### src/rtl/rlk_pkg.sv
package rlk_pkg;
  typedef enum logic {
    SEL_LOW  = 1'b0,
    SEL_HIGH = 1'b1
  } byte_sel_e;
endpackage

### src/rtl/rlk_capture.sv
module rlk_capture #(
  parameter int RES_W = 10
) (
  input  logic             clk,
  input  logic             rst,
  input  logic             cv_valid,
  input  logic [RES_W-1:0] cv_data,
  input  logic             lo_rd,
  input  logic             hi_rd,
  output logic [RES_W-1:0] stored,
  output logic             locked,
  output logic             lost_pulse
);
  logic accept;

  // A new result is taken only when no lock exists and none is starting now.
  always_comb accept = cv_valid && !locked && !lo_rd;

  always_ff @(posedge clk) begin
    if (rst) begin
      stored     <= '0;
      locked     <= 1'b0;
      lost_pulse <= 1'b0;
    end else begin
      if (accept) stored <= cv_data;
      if (lo_rd)      locked <= 1'b1;
      else if (hi_rd) locked <= 1'b0;
      lost_pulse <= cv_valid && !accept;
    end
  end


  locked_hold_chk: assert property (@(posedge clk) disable iff (rst)
    locked |=> stored == $past(stored));

  lost_when_locked_chk: assert property (@(posedge clk) disable iff (rst)
    (cv_valid && locked) |=> lost_pulse);

  no_spurious_lost_chk: assert property (@(posedge clk) disable iff (rst)
    !cv_valid |=> !lost_pulse);

  load_when_free_chk: assert property (@(posedge clk) disable iff (rst)
    (cv_valid && !locked && !lo_rd) |=> stored == $past(cv_data));

  hi_release_chk: assert property (@(posedge clk) disable iff (rst)
    (hi_rd && !lo_rd) |=> !locked);
endmodule

### src/rtl/rlk_layout.sv
module rlk_layout #(
  parameter int RES_W  = 10,
  parameter int BYTE_W = 8
) (
  input  logic [RES_W-1:0]  res,
  input  logic              left_just,
  output logic [BYTE_W-1:0] hi_byte,
  output logic [BYTE_W-1:0] lo_byte
);
  localparam int SPILL = RES_W - BYTE_W;
  localparam int PAD   = BYTE_W - SPILL;

  logic [BYTE_W-1:0] r_hi, r_lo, l_hi, l_lo;

  assign r_lo = res[BYTE_W-1:0];
  assign l_hi = res[RES_W-1 -: BYTE_W];

  generate
    if (PAD > 0) begin : g_pad
      assign r_hi = {{PAD{1'b0}}, res[RES_W-1:BYTE_W]};
      assign l_lo = {res[SPILL-1:0], {PAD{1'b0}}};
    end else begin : g_nopad
      assign r_hi = res[RES_W-1:BYTE_W];
      assign l_lo = res[SPILL-1:0];
    end
  endgenerate

  always_comb begin
    hi_byte = left_just ? l_hi : r_hi;
    lo_byte = left_just ? l_lo : r_lo;
  end
endmodule

### src/rtl/rlk_readport.sv
module rlk_readport
  import rlk_pkg::*;
#(
  parameter int BYTE_W = 8
) (
  input  logic              clk,
  input  logic              rst,
  input  logic              rd_en,
  input  byte_sel_e         sel,
  input  logic [BYTE_W-1:0] hi_byte,
  input  logic [BYTE_W-1:0] lo_byte,
  output logic [BYTE_W-1:0] rd_data
);
  always_ff @(posedge clk) begin
    if (rst)        rd_data <= '0;
    else if (rd_en) rd_data <= (sel == SEL_HIGH) ? hi_byte : lo_byte;
  end


  rd_hold_chk: assert property (@(posedge clk) disable iff (rst)
    !rd_en |=> $stable(rd_data));
endmodule

### src/rtl/rlk_result_pair.sv
module rlk_result_pair
  import rlk_pkg::*;
#(
  parameter int RES_W  = 10,
  parameter int BYTE_W = 8
) (
  input  logic              clk,
  input  logic              rst,
  input  logic              cv_valid,
  input  logic [RES_W-1:0]  cv_data,
  input  logic              rd_en,
  input  logic              rd_sel,
  input  logic              left_just,
  output logic [BYTE_W-1:0] rd_data,
  output logic              lost_pulse
);
  localparam int SPILL = RES_W - BYTE_W;
  localparam int PAD   = BYTE_W - SPILL;

  byte_sel_e         sel;
  logic              lo_rd, hi_rd, locked;
  logic [RES_W-1:0]  stored;
  logic [BYTE_W-1:0] hi_byte, lo_byte;

  assign sel   = byte_sel_e'(rd_sel);
  assign lo_rd = rd_en && (sel == SEL_LOW);
  assign hi_rd = rd_en && (sel == SEL_HIGH);

  rlk_capture #(.RES_W(RES_W)) i_capture (
    .clk(clk), .rst(rst), .cv_valid(cv_valid), .cv_data(cv_data),
    .lo_rd(lo_rd), .hi_rd(hi_rd), .stored(stored), .locked(locked),
    .lost_pulse(lost_pulse)
  );

  rlk_layout #(.RES_W(RES_W), .BYTE_W(BYTE_W)) i_layout (
    .res(stored), .left_just(left_just), .hi_byte(hi_byte), .lo_byte(lo_byte)
  );

  rlk_readport #(.BYTE_W(BYTE_W)) i_readport (
    .clk(clk), .rst(rst), .rd_en(rd_en), .sel(sel),
    .hi_byte(hi_byte), .lo_byte(lo_byte), .rd_data(rd_data)
  );


  right_hi_zero_chk: assert property (@(posedge clk) disable iff (rst)
    (hi_rd && !left_just) |=> rd_data[BYTE_W-1:SPILL] == '0);

  left_lo_zero_chk: assert property (@(posedge clk) disable iff (rst)
    (lo_rd && left_just) |=> rd_data[PAD-1:0] == '0);

  collide_lost_chk: assert property (@(posedge clk) disable iff (rst)
    (lo_rd && cv_valid) |=> lost_pulse);
endmodule

### config.mk
export PLATFORM = sky130hd
export DESIGN_NAME = rlk_result_pair
export DESIGN_NICKNAME = d
export VERILOG_FILES = /design/src/rtl/rlk_pkg.sv /design/src/rtl/rlk_capture.sv /design/src/rtl/rlk_layout.sv /design/src/rtl/rlk_readport.sv /design/src/rtl/rlk_result_pair.sv
export SDC_FILE = /design/constraint.sdc
export NUM_CORES = 1
export LEC_CHECK = 0
export CORE_ASPECT_RATIO = 0.9
export CORE_MARGIN = 1
export CORE_UTILIZATION = 51
export CTS_BUF_LIST = sky130_fd_sc_hd__clkbuf_4 sky130_fd_sc_hd__clkbuf_8
export CTS_CLUSTER_SIZE = 10
export DETAILED_ROUTE_END_ITERATION = 12
export HOLD_SLACK_MARGIN = 0.03
export PLACE_DENSITY = 0.92
export SYNTH_ARGS = -nofsm -noshare
export SYNTH_HDL_FRONTEND = slang
export SYNTH_SLANG_ARGS = --single-unit
### constraint.sdc
create_clock -name clk -period 1.6 [get_ports clk]
set_input_delay 0.32 -clock clk [delete_from_list [all_inputs] [get_ports clk]]
set_output_delay 0.32 -clock clk [all_outputs]
set_load 0.05 [all_outputs]
## Word level (Yosys, flattened, before mapping)

Cells that the tools add are included.

| word-level totals | value |
|---|---|
| register bits after elaboration | 20 |
| input bits | 16 |
| output and inout bits | 9 |
| logic and storage cells | 19 |

| operators by class | value |
|---|---|
| muxes and demuxes | 5 |
| bitwise operators | 1 |
| reduce and logical (&&, ||, !) cells | 9 |

Operator list:

| cell | count |
|---|---|
| 2-to-1 mux 8 bit | 3 |
| logical AND 1 bit | 5 |
| zero test 1 bit | 3 |
| 2-to-1 mux 1 bit | 2 |
| nonzero test 2 bit | 1 |
| NOT 1 bit | 1 |

## Logic depth before layout (Yosys ltp)

Gate-level depths: netlist of run 1.

| logic depth | value |
|---|---|
| word-level depth | 6 |
| depth in mapped cells | 4 |
| mapped depth without buffers | 3 |

## Modules after synthesis

From an unflattened synthesis of run 1, not the netlist that was laid out.

| unflattened totals | value |
|---|---|
| cells, all modules | 107 |
| area, all modules | 1066.0 um^2 |

Modules (own cells, without submodules):

| module | times used | cells an instance | area each (um^2) | sequential area each (um^2) |
|---|---|---|---|---|
| rlk_capture | 1 | 51 | 523.0 | 240.2 |
| rlk_readport | 1 | 36 | 369.1 | 160.2 |
| rlk_layout | 1 | 18 | 157.7 | 0.0 |
| rlk_result_pair | 1 | 2 | 16.3 | 0.0 |

## Least setup slack after synthesis of run 1

No wires, ideal clock.

| path | value |
|---|---|
| kind | register to register |
| from | reg i_readport.rd_data[0] (netlist name) |
| to | reg i_readport.rd_data[0] |
| library setup time | 0.070 ns |
| data arrival time | 0.954 ns |
| data required time | 1.530 ns |
| setup slack | 0.576 ns |
| stages on the path, launching flop included | 4 |
| buffers on the path | 0 |
| clock period less this slack | 1.024 ns |
| cell sequence | dfxtp_1 > nor2b_1 > a31oi_1 > a21oi_1 |

RTL lines:

| item | line | text |
|---|---|---|
| end signal, assigned | rlk_readport.sv:16 | `else if (rd_en) rd_data <= (sel == SEL_HIGH) ? hi_byte : lo_byte;` |
| end, declared | rlk_readport.sv:12 | `output logic [BYTE_W-1:0] rd_data` |

## Final worst setup path of run 1

| path | value |
|---|---|
| from | in left_just |
| to | reg i_readport.rd_data[4] |

| between the ends | value |
|---|---|
| longest elaborated chain between the ends | 2 |
| elaborated cells between the ends (all ways) | 3 |
| those cells by class | mux: 3 |

RTL lines:

| item | line | text |
|---|---|---|
| start, declared | rlk_result_pair.sv:13 | `input logic left_just,` |
| 2-to-1 mux 8 bit, on equally long branches | rlk_layout.sv:30, rlk_layout.sv:29 |  |
| 2-to-1 mux 8 bit (*) | rlk_readport.sv:16 |  |

Every way passes the cells marked *; elsewhere a longest branch is shown, timed or not.
A chain may end at the register's enable or synchronous reset.

==> run summary, run 1 <==
For this run, the post-layout net count is 143. The tightest hold path in the finished design has a slack of 0.4954 ns. In the final layout, the share of cells above drive strength 1 is 18.25%. The worst path buffer plus inverter count came out at 1. Buffers added to address setup during post-CTS repair amount to 0. The region available for standard cell placement spans 1513 um^2. Including well taps, the total number of placed cells is 144.

Summing all placed instances gives a cell area of 1106 um^2. The clock net in this run drives a total of 20 sinks. The worst register-to-register path has a setup slack of 0.50 ns. The number of global-route vias before repair is 665.

For the total via count after detailed routing, the log shows 830. For the count of final max-slew check failures, the log shows 0. The largest individual stage delay along the critical path comes from the cell sky130_fd_sc_hd__clkdlybuf4s50_1. The most instantiated library cell after synthesis is sky130_fd_sc_hd__dfxtp_1.

For this run, the total global-route usage over all layers was measured as 24.48%. In this run the most critical hold path is launched from i_readport.rd_data[2]. In this run, post-CTS repair resized a total of 0 instances.

In this run the worst hold path is classified as flop to flop. The detailed router finished its first iteration with 31 violations. Relative to the synthesized area, the layout overhead comes to 31.94%. The maximum clock insertion buffer count was 2; the placement row count was 13.

25 I/O pins were placed. The proportion of register bits with asynchronous set or reset after synthesis was 0%; the total wirelength of the detailed-routed design was 1.864 mm. The run gives 0 as the remaining routing DRC violations. The count of flip-flops with a built-in enable after synthesis was 0.

The post-detailed-route wirelength per cell was 12.59 um; the gate count after technology mapping was 101. For the count of maximum capacitance violations, the log shows 0. The count of nets left with antenna violations once routing finished came out at 0. The average footprint of a synthesized cell came out at 8.573 um^2. Clock skew on the completed layout was measured at 0.003259 ns. The post-synth net total is 117, and the number of flip-flops and latches in the synthesized netlist is 20. For the setup-violating endpoint count in the final report, the log shows 0. For this design, the CTS-stage hold fixing added 0 buffers. For this run, the register share of the synthesized area comes to 46.24%.

The overall die height was 41.09 um; the initial core utilization was 57.24%. The tools report the total standard cell area after synthesis as 865.8 um^2. The endpoint arrival time on the critical path was 1.57 ns. Buffer cell driving the clock tree root: sky130_fd_sc_hd__clkbuf_4. The power density over cell area works out to 889.0 nW/um^2. The leading area contributor after synthesis was sky130_fd_sc_hd__dfxtp_1. The detailed-router iteration count before antenna repair was 4; the critical path's largest stage delay was 0.58 ns. After synthesis, the cell types taking the most area are sky130_fd_sc_hd__dfxtp_1 46%, sky130_fd_sc_hd__a21oi_1 9.2%, sky130_fd_sc_hd__nand3_1 7.5%. The count of endpoints failing hold in the final timing report is 0. TritonCTS built the clock tree. The die covers 1867 um^2. The top cell type by area accounts for 46.24% of the synthesized area.

Peak ir drop on the vdd network: 0.5425 mV. Entering global routing, the biggest net connects 21 pins. At the pin with the least slew margin, the transition time is 0.3995 ns. Summing all non-filler instances in the final layout gives an area of 1142 um^2. Clock-pin slew was measured on the worst setup and hold paths at 0.11 ns.

Derived from the worst setup path, the maximum achievable clock frequency is 735.5 MHz. The kind of cell with the highest combined delay along the critical path is buffers and inverters. Global routing finished with a remaining overflow of 0. The clock period could shrink to 1.360 ns.

The clock insertion delay at the later pin of the skew report is 0.29 ns, and the static leakage is 0.4262 nW. The quantity of I/O buffers inserted on ports is 24. The half-perimeter wire length after placement is 1.402 mm. In this run the tightest slew margin relative to its limit is 73.37%.

The run finished with clean final reports. The number of library cell types mapped by synthesis came out at 17. The tools report the kind of launch point of the worst setup path as an input pin.

At the end of routability-driven placement, the weighted congestion stood at 0.8272. The commonest cells after synthesis are 20 x sky130_fd_sc_hd__dfxtp_1, 16 x sky130_fd_sc_hd__a21oi_1, 13 x sky130_fd_sc_hd__nand3_1. Among all flip-flop cells after synthesis, the most frequent one is sky130_fd_sc_hd__dfxtp_1.

Setup repair after global routing left no endpoint under its margin. Critical path class: input pin to flop. The number of antenna violations at the first check in global routing is 0, and the largest fanout of any net on the critical path is 6.

Measured along the x axis, the die boundary spans 45.43 um. TritonCTS created 3 clock buffers. The signal on the critical path passes through clkdlybuf4s50_1 > and2_1 > a22oi_1 > a211oi_1.

The number of antenna diodes in the final layout is 0. The post-route clock period utilization is 84.98%. The required time of the critical path came out at 1.81 ns.

The depth of the CTS H-tree came out at 1. The first global-routing pass estimated 3.167 mm of wire. The via count normalized by instance count was 5.608.

In this run the critical register-to-register path is launched from i_capture.locked. The count of cells in the finished layout, fillers not included, comes to 148. The run gives 0 as the total number of yosys warnings. The beginning of the critical path was left_just. STA classifies the critical path endpoint as a flop.
flip-flops by register name, summed over array words and instances (netlist names):
register / cells
i_capture.stored: 10
i_capture.locked: 1
i_capture.lost_pulse: 1
i_readport.rd_data: 8
final cells by class:
cell class / count / area [um^2]
Clock buffer: 4 / 36.28
Fill cell: 123 / 370.4
Multi-Input combinational cell: 72 / 415.4
Sequential cell: 20 / 400.4
Tap cell: 22 / 27.53
Timing Repair Buffer: 30 / 262.8
report_power, final:
group	leakage, nW	internal, W	switching, W	total [W]
Clock	0.0210	0.000138	0.000146	0.000284
Combinational	0.241	0.0000866	0.000103	0.000190
Sequential	0.164	0.000524	0.0000180	0.000542
path summary, 6_finish.rpt:
path,end,depth (start not counted)
max,i_readport.rd_data[4],4
min,i_readport.rd_data[2],2
max reg2reg,i_capture.stored[4],3
min reg2reg,i_readport.rd_data[2],2
placed cells by master, fill, tap and decap left out, types with 5 or more instances in the layout:
cell type                         netlist  final
sky130_fd_sc_hd__a211oi_1               5      5
sky130_fd_sc_hd__a21oi_1               16     16
sky130_fd_sc_hd__buf_4                  0     15
sky130_fd_sc_hd__clkdlybuf4s50_1        0     15
sky130_fd_sc_hd__dfxtp_1               20     20
sky130_fd_sc_hd__nand3_1               13     13
sky130_fd_sc_hd__nor2_1                 6      6
sky130_fd_sc_hd__nor2b_1                6      6
sky130_fd_sc_hd__o21ai_1                9      9
through the flow:
step                total power [W]  TNS (ns)  setup WS (ns)  util (%)
floorplan                 0.0006637         0         0.5757         -
CTS                        0.001021         0         0.2581     75.52
detailed placement        0.0007413   -0.3075       -0.04744     73.12
global route               0.001071         0         0.1329     75.52
finish                     0.001016         0         0.2404     75.52
global placement          0.0007350         0       0.008430     73.12
layer usage:
metal,vias up,share of wire [%],global-route usage (%)
li1,419,-,-
met1,376,48,33.07
met2,33,45,38.93
met3,2,5.7,4.405
met4,0,0.80,9.091
met5,-,0,0
worst min-delay path, cell delays in order (launching register included):
cell and delay [ns]:
sky130_fd_sc_hd__dfxtp_1 0.33, sky130_fd_sc_hd__nor2_1 0.08, sky130_fd_sc_hd__a211oi_1 0.05
cells by family (layout without fill, tap and decap cells):
logic type	after synthesis	after routing	synth area share, %
AO/OA/AOI/OAI	38	38	25.00
AND/OR/NAND/NOR	30	30	17.77
flip-flops	20	20	46.24
buffers and inverters	9	34	5.779
multiplexers	4	4	5.202
No activity file was read; power rests on OpenSTA's default activity.
==> run 2, diff against run 1 <==
--- a/config.mk
+++ b/config.mk
@@ -7,12 +7,12 @@
 export LEC_CHECK = 0
 export CORE_ASPECT_RATIO = 0.9
 export CORE_MARGIN = 1
-export CORE_UTILIZATION = 51
+export CORE_UTILIZATION = 43
 export CTS_BUF_LIST = sky130_fd_sc_hd__clkbuf_4 sky130_fd_sc_hd__clkbuf_8
 export CTS_CLUSTER_SIZE = 10
 export DETAILED_ROUTE_END_ITERATION = 12
 export HOLD_SLACK_MARGIN = 0.03
-export PLACE_DENSITY = 0.92
+export PLACE_DENSITY = 0.83
 export SYNTH_ARGS = -nofsm -noshare
 export SYNTH_HDL_FRONTEND = slang
 export SYNTH_SLANG_ARGS = --single-unit
==> constraint.sdc (replaced) <==
create_clock -name clk -period 1.25 [get_ports clk]
set_input_delay 0.25 -clock clk [delete_from_list [all_inputs] [get_ports clk]]
set_output_delay 0.25 -clock clk [all_outputs]
set_load 0.05 [all_outputs]
==> run 2 against run 1 <==
Non-clock buffer count rose by 3. Setup slack got worse by 0.20 ns. Clock skew rose by 0.0050 ns. Sequential share of layout area fell by 4.6 points. Register-to-register slack got worse by 0.30 ns. Final cell count rose by 4.1%. Global-route usage fell by 3.0 points. Power rose by 50%. Critical endpoint is now i_readport.rd_data[5]. Largest power group unchanged. Highest routed layer unchanged.
==> run summary, run 2 (synthesized netlist as in run 1, its figures left out) <==
The depth of the CTS H-tree was 1 (unchanged). The tools report the peak ir drop on the vdd network as 0.8711 mV (+61%). The signal on the critical path passes through clkdlybuf4s50_1 > nor2_1 > buf_4 > a22oi_1 > a211oi_1. The pin slew with the least headroom to its limit is 0.3376 ns (-0.06194 ns). Counting flops per register, the top entry is i_capture.stored. TritonCTS built the clock tree. The logs give 77.50% (+4.1 points) for the worst relative slew slack and 3.415 mm (+7.8%) for the global-route wire length before repair.

The remaining global-route overflow came out at 0 (unchanged). The time the worst path needs with I/O delays and setup is 1.210 ns, and the placement row count is 15 (+2). The chip width works out to 49.30 um (+8.5%).

The final standard cell utilization of the core is 68.69% (-6.8 points). The run gives 20 (-35%) as the first-iteration detailed-routing DRC count. The CTS clock-pin slew for the worst setup and hold paths was 0.12 ns (about the same). The setup slack of the critical path after layout was 0.03999 ns (-0.2004 ns); the die area was 2197 um^2 (+18%). Number of buffers added by the clock tree synthesis step: 3 (unchanged).

The final non-filler cell total was 154 (+4.1%); the endpoint arrival time on the critical path was 1.43 ns (-0.14 ns). In the layout the commonest cells are 20 x sky130_fd_sc_hd__dfxtp_1, 16 x sky130_fd_sc_hd__a21oi_1, 14 x sky130_fd_sc_hd__clkdlybuf4s50_1. The tools report the number of sinks handled by clock tree synthesis as 20 (unchanged). The run gives 0 (unchanged) as the count of final max-slew check failures.

The total via count after detailed routing was 857 (+3.3%). The tools report the number of antenna violations at the first check in global routing as 0 (unchanged). Compared with the post-synthesis result, the final layout area differs by 51.88%.

The antenna diode count came out at 0 (unchanged). The post-detailed-route wirelength per cell works out to 13.84 um (+9.9%). The worst path buffer plus inverter count is 2 (+1). The run gives 0.008255 ns (+0.004996 ns) as the worst clock skew on the final layout. The power density over cell area is 1161 nW/um^2 (+31%), and the number of fill cells is 164 (+33%).

In the final layout, the registers with the most flip-flops are i_capture.stored (10), i_readport.rd_data (8). Proportion of layout cells with a drive suffix above 1: 20.93% (+2.7 points). Critical path's largest stage delay: 0.53 ns (-0.05 ns). The summed negative setup slack over all endpoints came out at 0 ns (unchanged).

The detailed-router iteration count before antenna repair came out at 4 (unchanged). The commonest non-fill, non-tap cell in the layout was sky130_fd_sc_hd__dfxtp_1. Setup repair after global routing left no endpoint under its margin. The largest fanout of any net on the critical path came out at 7 (+1).

The setup path with the least slack is of type input pin to flop. The number of antenna-violating nets in the routed design was 0 (unchanged). The run finished with clean final reports. The count of maximum capacitance violations came out at 0 (unchanged).

Class of the most critical hold timing path: input pin to flop. The tools report the final weighted congestion of routability-driven global placement as 0.7932 (-4.1%). The kind of launch point of the worst setup path is an input pin. The aggregate global-route resource usage came out at 21.47% (-3.0 points).

The logs give 0 (unchanged) for the count of endpoints failing hold in the final timing report and 45.23% (-12 points) for the initial core utilization. Cell class contributing the biggest share of worst-path delay: buffers and inverters. The tools report the post-placement cell count as 150 (+4.2%). The area of the core was 1914 um^2 (+27%). The logs give 2.131 mm (+14%) for the total wirelength of the detailed-routed design and 1.556 mm (+11%) for the half-perimeter wire length after placement. The number of flip-flops in the largest register is 10 (unchanged).

The number of buffers inserted to repair setup after CTS came out at 0 (unchanged). The endpoint class of the critical path was a flop. The number of buffers inserted for hold repair after clock tree synthesis is 0 (unchanged), and the achievable clock frequency is 826.4 MHz. The number of top-level design ports is 25 (unchanged).

The setup-violating endpoint count in the final report was 0 (unchanged). For the maximum clock insertion buffer count, the log shows 2 (unchanged). The logs give 768 (+15%) for the number of global-route vias before repair and 20 (-4.8%) for the largest net degree at the start of global routing.

The worst slack at placement is -0.3530 ns (-0.3055 ns). The tools report the remaining routing DRC violations as 0 (unchanged). The overall die height was 44.57 um (+8.5%). For the net total in the final layout, the log shows 146 (+2.1%). Of the available clock period, the critical path in the final layout requires 96.80%. The required time of the critical path came out at 1.47 ns (-0.34 ns). The static leakage was 0.4917 nW (+15%). The quantity of I/O buffers inserted on ports came out at 24 (unchanged). Among all stages on the critical path, the largest delay is contributed by sky130_fd_sc_hd__clkdlybuf4s50_1.

The cell sitting at the root of the clock tree is a sky130_fd_sc_hd__clkbuf_4. The clock insertion delay at the later pin of the skew report is 0.31 ns (+0.02 ns). The via count normalized by instance count came out at 5.565 (-0.77%).
==> run 2: changes by cell type in the layout (fill, tap and decap cells not counted), sizes merged <==
| cell | previous run | this run |
|---|---|---|
| buf | 15 | 18 |
| bufinv | 0 | 1 |
| clkbuf | 4 | 3 |
| clkdlybuf4s50 | 15 | 14 |
| dlymetal6s2s | 0 | 1 |
==> run 2: cell type report <==
| type | instances | area (um^2) | share of cell area [%] |
|---|---|---|---|
| clock buffer | 3 | 22.52 | 1.713 |
| sequential | 20 | 400.4 | 30.45 |
| multi-input combinational | 72 | 417.9 | 31.78 |
| clock inverter | 1 | 30.03 | 2.284 |
| tap | 25 | 31.28 | 2.379 |
| timing repair buffer | 33 | 412.9 | 31.40 |
==> run 2: timing repair <==
| item | in CTS | in global routing |
|---|---|---|
| cloned | 0 | 0 |
| gates resized for setup | 1 | 1 |
| endpoints found under the setup margin | 2 | 2 |
==> run 2: worst reg2reg max path: stages (launching register included) <==
cell,delay [ns]
sky130_fd_sc_hd__dfxtp_1,0.38
sky130_fd_sc_hd__nand2b_1,0.33
sky130_fd_sc_hd__o21ai_0,0.12
sky130_fd_sc_hd__a21oi_1,0.15
==> run 2: power breakdown <==
group / switching [W] / internal [W] / leakage [nW] / total, W
Combinational: 0.000137 / 0.000152 / 0.300 / 0.000290
Sequential: 0.0000303 / 0.000670 / 0.164 / 0.000701
Clock: 0.000212 / 0.000325 / 0.0279 / 0.000537
Total: 0.000380 / 0.00115 / 0.492 / 0.00153
==> run 2: routing by layer <==
| layer | GRT usage (%) | vias up | routed length [um] |
|---|---|---|---|
| met1 | 25.31 | 395 | 892 |
| li1 | - | 417 | - |
| met4 | 18.82 | 0 | 88 |
| met2 | 34.25 | 36 | 1033 |
| met5 | 0 | - | 0 |
| met3 | 3.780 | 9 | 116 |
==> run 2: path summary, 6_finish.rpt <==
kind                                           from                     to  slack [ns]  cells past startpoint
worst max-delay path                         rd_sel  i_readport.rd_data[5]        0.04                      5
worst min-delay path                     cv_data[1]    i_capture.stored[1]        0.49                      3
worst max register to register     i_capture.locked    i_capture.stored[4]        0.20                      3
worst min register to register  i_capture.stored[4]    i_capture.stored[4]        0.52                      2
==> run 2: stage by stage <==
stage / hold slack, ns / power [W] / area, um^2
after detailed placement: 0.4930 / 0.001001 / 1257
after global routing: 0.4799 / 0.001593 / 1315
after global placement: 0.4857 / 0.0009902 / 1257
after CTS: 0.4833 / 0.001532 / 1313
after floorplan: 0.3490 / 0.0008496 / 865.8
final: 0.4866 / 0.001527 / 1315
